## src/rtl/irq_pkg.sv

```systemverilog
package irq_pkg;

    typedef enum logic [1:0] {
        SRC_NONE = 2'd0,
        SRC_NMI  = 2'd1,
        SRC_FAST = 2'd2,
        SRC_NORM = 2'd3
    } src_e;

    localparam int NSRC = 3;

    typedef struct packed {
        logic        take;
        logic        resume;
        src_e        id;
        logic [15:0] vec;
        logic [7:0]  stk;
        logic        e_set;
        logic        e_clr;
    } verdict_t;

    // index 1 is the fast source: it pushes only PC and CC
    function automatic logic [7:0] stack_of(input int unsigned idx);
        return (idx == 1) ? 8'h81 : 8'hFF;
    endfunction

endpackage

```

## src/rtl/irq_history.sv

```systemverilog
module irq_history #(
    parameter int W = 3
) (
    input  logic         clk,
    input  logic         rst,
    input  logic         lvl,
    input  logic         clr,
    output logic         full_o
);
    logic [W-1:0] hist_q;

    always_ff @(posedge clk) begin
        if (rst || clr)
            hist_q <= '0;
        else
            hist_q <= {hist_q[W-2:0], lvl};
    end

    assign full_o = &hist_q;
endmodule

```

## src/rtl/irq_pick.sv

```systemverilog
module irq_pick
    import irq_pkg::*;
#(
    parameter logic [15:0] VEC_NMI  = 16'hFFFC,
    parameter logic [15:0] VEC_FAST = 16'hFFF6,
    parameter logic [15:0] VEC_NORM = 16'hFFF8
) (
    input  logic [NSRC-1:0] pend,
    input  logic [NSRC-1:0] full,
    input  logic            boundary,
    input  logic            sync_wait,
    output verdict_t        verdict,
    output logic [NSRC-1:0] clr
);
    logic [15:0] vec_tab [NSRC];
    logic [1:0]  widx;
    logic        any;

    assign vec_tab[0] = VEC_NMI;
    assign vec_tab[1] = VEC_FAST;
    assign vec_tab[2] = VEC_NORM;
    assign any = |pend;

    always_comb begin
        if (pend[0])      widx = 2'd0;
        else if (pend[1]) widx = 2'd1;
        else              widx = 2'd2;
    end

    always_comb begin
        logic do_take;
        verdict = '0;
        clr     = '0;
        do_take = 1'b0;
        if (any && sync_wait) begin
            clr[widx] = 1'b1;
            if (full[widx]) do_take = 1'b1;
            else            verdict.resume = 1'b1;
        end else if (any && boundary) begin
            clr[widx] = 1'b1;
            do_take   = 1'b1;
        end
        if (do_take) begin
            verdict.take  = 1'b1;
            verdict.id    = src_e'(widx + 2'd1);
            verdict.vec   = vec_tab[widx];
            verdict.stk   = stack_of(int'(widx));
            verdict.e_set = (widx != 2'd1);
            verdict.e_clr = (widx == 2'd1);
        end
    end
endmodule

```

## src/rtl/irq_arbiter.sv

```systemverilog
module irq_arbiter
    import irq_pkg::*;
#(
    parameter int          HIST_W   = 3,
    parameter logic [15:0] VEC_NMI  = 16'hFFFC,
    parameter logic [15:0] VEC_FAST = 16'hFFF6,
    parameter logic [15:0] VEC_NORM = 16'hFFF8
) (
    input  logic        clk,
    input  logic        rst,
    input  logic        nmi_lvl,
    input  logic        fast_lvl,
    input  logic        norm_lvl,
    input  logic        fast_mask,
    input  logic        norm_mask,
    input  logic        boundary,
    input  logic        sync_wait,
    output logic        take_o,
    output logic [1:0]  take_id_o,
    output logic [15:0] vec_o,
    output logic [7:0]  stack_o,
    output logic        eset_o,
    output logic        eclr_o,
    output logic        resume_o
);
    logic [NSRC-1:0] lvl, pend, full, clr;
    verdict_t        verdict, out_q;

    assign lvl  = {norm_lvl, fast_lvl, nmi_lvl};
    assign pend = {norm_lvl & ~norm_mask, fast_lvl & ~fast_mask, nmi_lvl};

    for (genvar i = 0; i < NSRC; i++) begin : g_hist
        irq_history #(.W(HIST_W)) u_hist (
            .clk    (clk),
            .rst    (rst),
            .lvl    (lvl[i]),
            .clr    (clr[i]),
            .full_o (full[i])
        );
    end

    irq_pick #(
        .VEC_NMI  (VEC_NMI),
        .VEC_FAST (VEC_FAST),
        .VEC_NORM (VEC_NORM)
    ) u_pick (
        .pend      (pend),
        .full      (full),
        .boundary  (boundary),
        .sync_wait (sync_wait),
        .verdict   (verdict),
        .clr       (clr)
    );

    always_ff @(posedge clk) begin
        if (rst) out_q <= '0;
        else     out_q <= verdict;
    end

    assign take_o    = out_q.take;
    assign take_id_o = out_q.id;
    assign vec_o     = out_q.vec;
    assign stack_o   = out_q.stk;
    assign eset_o    = out_q.e_set;
    assign eclr_o    = out_q.e_clr;
    assign resume_o  = out_q.resume;
endmodule

```

## config.mk

```make
export PLATFORM = sky130hd
export DESIGN_NAME = irq_arbiter
export DESIGN_NICKNAME = d
export VERILOG_FILES = /design/src/rtl/irq_pkg.sv /design/src/rtl/irq_history.sv /design/src/rtl/irq_pick.sv /design/src/rtl/irq_arbiter.sv
export SDC_FILE = /design/constraint.sdc
export NUM_CORES = 1
export LEC_CHECK = 0
export ABC_AREA = 1
export CAP_MARGIN = 20
export CELL_PAD_IN_SITES_DETAIL_PLACEMENT = 0
export CELL_PAD_IN_SITES_GLOBAL_PLACEMENT = 2
export CORE_MARGIN = 4
export CORE_UTILIZATION = 20
export CTS_CLUSTER_SIZE = 28
export DETAILED_ROUTE_END_ITERATION = 8
export GPL_ROUTABILITY_DRIVEN = 0
export PLACE_DENSITY = 0.87
export SLEW_MARGIN = 20
export SYNTH_ARGS = -nofsm -noshare
export SYNTH_HDL_FRONTEND = slang
export SYNTH_SLANG_ARGS = --single-unit
```

## constraint.sdc

```tcl
create_clock -name clk -period 1.2 [get_ports clk]
set_clock_uncertainty 0.15 [all_clocks]
set_input_delay 0.24 -clock clk [delete_from_list [all_inputs] [get_ports clk]]
set_output_delay 0.24 -clock clk [all_outputs]
set_load 0.1 [all_outputs]
```

==> metrics.md, run 1 <==
| Metric | Value |
|---|---|
| PnR worst setup slack | -131 ps |
| Register area share after synthesis | 0.462 |
| Gr ovfl total | 0 |
| Placed Cells | 163 |
| Main synth FF type | dfxtp_1 |
| Crit path kind | reg2out |
| Synth Cell Area | 779 um^2 |
| Clk_lat worst skew | 250 ps |
| Hold Path Origin | norm_lvl |
| FILL cells | 355 |
| Failing checks | negative setup slack |
| Net Sw Power | 0.000840 W |
| VDD IR-drop max | 0.000441 V |
| Min-delay worst type | in2reg |
| Critical Path Sink Type | primary output |
| DP HPWL | 1460 um |
| Crit path DAT | between 900 and 1000 ps |
| RSZ-0062 raised after global routing | yes |
| Crit-path cells | buf_12 -> buf_12 |
| Via Count | approximately 600 |
| Clock Path Buffers | 2 |
| Max Freq | between 0.7 and 0.8 GHz |
| Die area | 0.00496 mm^2 |
| Setup WS pre-CTS | -402 ps |
| H-tree levels | 1 |
| Design Power | roughly 0.0020 W |
| PortBufs | 37 |
| Top Family by Delay on Critical Path | flip-flops |
| Most frequent CP cell | buf_12 |
| Combinational share of power | 0.465 |
| Remaining DRCs | 0 |
| Util after Layout | 0.400 |
| Cell accounting for the most synthesized area | dfxtp_1 |
| Detailed Route Iter0 Violations | 6 |
| Static leakage | 0.679 nW |
| Max stage delay on crit path | 370 ps |
| Root buffer cell | clkbuf_8 |
| CORE AREA | 0.00372 mm^2 |
| First-pass GRT wire length | ~2800 um |
| Min Tclk post-route | 1330 ps |
| Die Height | 70.4 um |
| Final nets | 131 |
| Rows | 22 |
| Post-DR wirelength/cell | 9.67 um |
| Max Cap Viol | 0 |
| Area of the multi-input gates | 205 um^2 |
| Buf+Inv Stages, Crit Path | 2 |
| Die W | between 70 and 80 um |
| Total wire length | 1630 um |
| Tcrit/Tclk final | 1.11 |
| Sequential cell area | approximately 380 um^2 |
| Syn Area/Cell | 8.12 um^2 |
| Internal Power | 0.00118 W |
| Gate Count Post-Synth | 96 |
| Crit-path max FO | 6 |
| Initial Util | 0.210 |
| Most common cell in the netlist | buf_4 |
| Diode count | 0 |
| Synthesis-to-layout area growth | 90.5% |
| Critical path startpoint category | register |
| Clock network fraction of total power | 0.206 |
| Num CTS Buffers | 3 |
| EDFF count, synth | 0 |
| Critical path's slowest cell | dfxtp_4 |
| Tot GR Track Use | 0.0717 |
| Sequential fraction of design power | 0.328 |
| Final std cells w/o fill | around 170 |
| CP startpoint | vec_o[14]$_SDFF_PP0_ |
| Ys Warns | 0 |
| Pwr Density | 1360 mW/mm^2 |
| Status | finished with violations |
| Critical path data required time | 810 ps |
| Ports | 39 |
| Layout cell share with drive strength beyond 1 | 0.488 |
| Final setup viols | 19 |
| CTS tree | done |
| Vias per inst | 3.54 |
| Final slew viol count | 0 |
| Largest net degree at the start of global routing | 11 |
| Hold Violations, Final | 0 |
| Synth cell count leaders | buf_4 (21), dfxtp_1 (18), inv_1 (18) |
| Synthesis-stage register bit count | 18 |
| Post-DRT Antenna Nets | 0 |
| R2r startpoint | g_hist[1].u_hist.hist_q[0]$_SDFF_PP0_ |
| Yosys top cell area share | 0.462 |
| Clock slew at reported path FFs | ~70 ps |
| Sw frac | 0.416 |
| First-pass DRT Iterations | 3 |
| Vias in the first global route | approximately 630 |
| Syn_nets | between 100 and 150 |
| Cell variety after synth | 16 |
| Clock Sinks | 18 |
| Ranking of synthesized cells by area | dfxtp_1 (46%), buf_4 (20%), inv_1 (8.7%) |
| Initial antenna violation count | 0 |
| Synth async-reset ratio | 0 |
==> kinds of logic (layout without fill, tap and decap cells) <==
group           after synthesis  in the layout  share of synthesized area
compound gates                4              4                     0.0353
buf+inv                      40             65                      0.294
flops                        18             18                      0.462
simple gates                 33             33                      0.204
other cells                   1              1                    0.00481
==> per-layer routing <==
layer | up-vias | part of all wire | track usage
met5 | - | 0 | 0
met1 | 255 | 0.40 | 0.0717
met4 | 0 | 0.0061 | 0.0319
met3 | 2 | 0.12 | 0.0374
met2 | 32 | 0.47 | 0.123
li1 | 309 | - | -
==> power by group through the flow <==
stage	Clock, W	Combinational, W	Sequential [W]
6_report	0.000417	0.000939	0.000662
5_1_grt	0.000460	0.000967	0.000665
4_1_cts	0.000431	0.000944	0.000663
3_5_place_dp	0	0.000901	0.000698
3_3_place_gp	0	0.000893	0.000694
2_1_floorplan	0	0.000536	0.000802
==> path summary, 6_finish.rpt <==
path / end / cells after the start / slack, ps
worst min register to register: g_hist[2].u_hist.hist_q[2]$_SDFF_PP0_ / 2 / 280
worst min-delay path: g_hist[2].u_hist.hist_q[0]$_SDFF_PP0_ / 3 / 220
worst max register to register: vec_o[2]$_SDFF_PP0_ / 6 / 100
worst max-delay path: vec_o[9] / 2 / -130
==> what timing repair did <==
item,CTS,global route
endpoints found under the setup margin,34,36
pin swaps,8,0
setup buffers,2,0
hold buffers,0,0
resized for setup,7,5
==> tightest hold or removal path: stages <==
cell and delay [ps]:
dlygate4sd2_1 240, inv_1 50, nor2_1 30
==> state kept, by name (all words and copies together) (netlist names) <==
name                  cells
take_id_o                 1
g_hist.u_hist.hist_q      9
stack_o                   2
vec_o                     4
take_o                    1
resume_o                  1
==> cell type report <==
class	instances	area share
Inverter	19	0.0480
Timing Repair Buffer	42	0.484
Tap cell	48	0.0404
Multi-Input combinational cell	38	0.138
Sequential cell	18	0.259
Clock buffer	4	0.0303
==> placed cells by master (no fill, tap or decap) <==
cell type / count
nand2_2: 2
dfxtp_2: 4
buf_4: 3
nand3_1: 7
conb_1: 1
clkbuf_8: 3
nand2_4: 1
nor2_1: 13
nor2_4: 1
nand3_2: 1
inv_1: 18
buf_12: 31
dfxtp_4: 5
clkbuf_1: 1
o21ai_2: 4
clkdlybuf4s50_1: 2
dlymetal6s2s_1: 1
nor2_2: 3
inv_2: 1
dfxtp_1: 9
dlygate4sd2_1: 5
nand2_1: 5
==> metrics by stage <==
step           hold WS (ps)  cell area, um^2  setup TNS [ps]
2_1_floorplan           155              876           -1430
3_3_place_gp            264             1390           -5830
3_5_place_dp            273             1390           -6160
4_1_cts                 214             1470           -2510
5_1_grt                 230             1490           -2930
6_report                217             1490           -2330
Power figures use the tool's default switching activity.
==> inputs of run 2 (changes only) <==
CORE_MARGIN = default   (was 4)
==> run 2 against run 1 <==
  * The flow still finishes with violations (negative setup slack)
  * Critical path depth unchanged
  * Largest power group unchanged
  * Setup slack worse by 33 ps
  * Design area up 4.1%
  * Clock power grew 18%
==> metrics.md, run 2 (synthesized netlist as in run 1, its figures left out) <==
| Metric | Value |
|---|---|
| PortBufs | 37 |
| Tot GR Track Use | 0.0927 |
| Max Freq | 0.733 GHz |
| Critical path data required time | 810 ps |
| FILL cells | 340 |
| Hold Buf Count CTS | 0 |
| VDD IR-drop max | around 0.00033 V |
| Post-DR wirelength/cell | 9.78 um |
| Via Count | 616 |
| Total wire length | 1680 um |
| Remaining DRCs | 0 |
| Min Tclk post-route | 1360 ps |
| Sequential cell area | 384 um^2 |
| Gr ovfl total | 0 |
| Design Power | 0.00212 W |
| Clock Path Buffers | 2 |
| Hold Violations, Final | 0 |
| Crit path kind | reg2out |
| Min-delay worst type | in2reg |
| Most common cell after layout, fill and taps aside | buf_12 |
| Diode count | 0 |
| RSZ-0062 raised after global routing | yes |
| Final std cells w/o fill | 172 |
| Placed Cells | 164 |
| First-pass DRT Iterations | 3 |
| Clock slew at reported path FFs | ~70 ps |
| Detailed Route Iter0 Violations | 9 |
| Max reg flops | 9 |
| Final setup viols | 19 |
| Vias in the first global route | ~610 |
| Critical path startpoint category | register |
| Initial Util | 0.211 |
| Most frequent cells in the layout | buf_12 (29), inv_1 (18), nor2_1 (12) |
| Layout cell share with drive strength beyond 1 | 0.524 |
| CTS tree | done |
| H-tree levels | 1 |
| Crit-path cells | buf_16 -> buf_12 |
| Initial antenna violation count | 0 |
| Crit path DAT | 970 ps |
| Tcrit/Tclk final | 1.14 |
| Root buffer cell | clkbuf_8 |
| PnR worst setup slack | -164 ps |
| Crit-path max FO | 5 |
| Status | finished with violations |
| Die Height | approximately 64 um |
| Max Cap Viol | 0 |
| Critical Path Sink Type | primary output |
| Die area | 0.00415 mm^2 |
| Final Cell Area | between 0.0015 and 0.002 mm^2 |
| Max stage delay on crit path | 400 ps |
| Util after Layout | 0.419 |
| Num CTS Buffers | 3 |
| Vias per inst | 3.58 |
| Placed Area | ~0.0014 mm^2 |
| Clk_lat worst skew | 260 ps |
| Post-DRT Antenna Nets | 0 |
| Most flops, register | g_hist.u_hist.hist_q |
| Largest net degree at the start of global routing | 11 |
| Static leakage | 0.709 nW |
| First-pass GRT wire length | 2840 um |
| Critical path's slowest cell | dfxtp_4 |
| Final slew viol count | 0 |
| CORE AREA | 0.00369 mm^2 |
| Failing checks | negative setup slack |
| DP HPWL | 1330 um |
| Pwr Density | 1370 mW/mm^2 |
| Clock Sinks | 18 |
| Synthesis-to-layout area growth | 98.4% |
| Rows | 22 |
| Area of the multi-input gates | 219 um^2 |
| Die W | 64.4 um |
| Final nets | 134 |
| Ports | 39 |
## run 2: changes by cell type in the layout (fill, tap and decap cells not counted)
cell / before / now
clkbuf_1: 1 / 0
o21ai_4: 0 / 1
buf_12: 31 / 29
clkbuf_8: 3 / 4
buf_4: 3 / 6
nor2_2: 3 / 4
buf_16: 0 / 2
o21ai_2: 4 / 2
nand2_2: 2 / 3
nand3_1: 7 / 6
nand3_2: 1 / 2
nand2_1: 5 / 4
o21ai_0: 0 / 1
nor2_1: 13 / 12
## run 2: path summary, 6_finish.rpt
path,startpoint,cells after the start,end,slack [ps]
worst max register to register,g_hist[2].u_hist.hist_q[0]$_SDFF_PP0_,6,vec_o[2]$_SDFF_PP0_,110
worst min-delay path,norm_lvl,3,g_hist[2].u_hist.hist_q[0]$_SDFF_PP0_,210
worst min register to register,g_hist[1].u_hist.hist_q[1]$_SDFF_PP0_,2,g_hist[1].u_hist.hist_q[2]$_SDFF_PP0_,280
worst max-delay path,vec_o[14]$_SDFF_PP0_,2,vec_o[9],-160
## run 2: layer usage
layer | global-route usage | part of all wire
met1 | 0.0823 | 0.33
met2 | 0.170 | 0.52
met3 | 0.0299 | 0.11
met4 | 0.0750 | 0.037
met5 | 0 | 0
## run 2: where the power goes
part           internal (W)  switching (W)  total, W
combinational      0.000336       0.000626  0.000962
sequential         0.000626      0.0000391  0.000665
clock              0.000292       0.000200  0.000491
## run 2: timing repair
item | in CTS | in global routing
gates resized for setup | 14 | 2
cloned | 1 | 0
endpoints found under the setup margin | 36 | 33
pin swaps | 8 | 2
buffers inserted | 3 | 0
## run 2: area by class of cell
class	instances	share of cell area
clock buffers	4	0.0356
well taps	48	0.0388
repair buffers	45	0.489
inverters	19	0.0461
flip-flops and latches	18	0.248
multi-input cells	38	0.142
## run 2: through the flow
stage                     worst slack, ps  hold WS (ps)  setup TNS [ps]
after floorplan                     -98.0           155           -1430
after global placement               -388           265           -5780
after detailed placement             -402           269           -6060
after CTS                            -166           203           -2890
after global routing                 -190           226           -3430
final                                -164           207           -2750
## run 2: worst max-delay path: cells and delay by family (launching register included)
| kind | cells | cell delay (ps) |
|---|---|---|
| buffers and inverters | 2 | 320 |
| DFF | 1 | 400 |
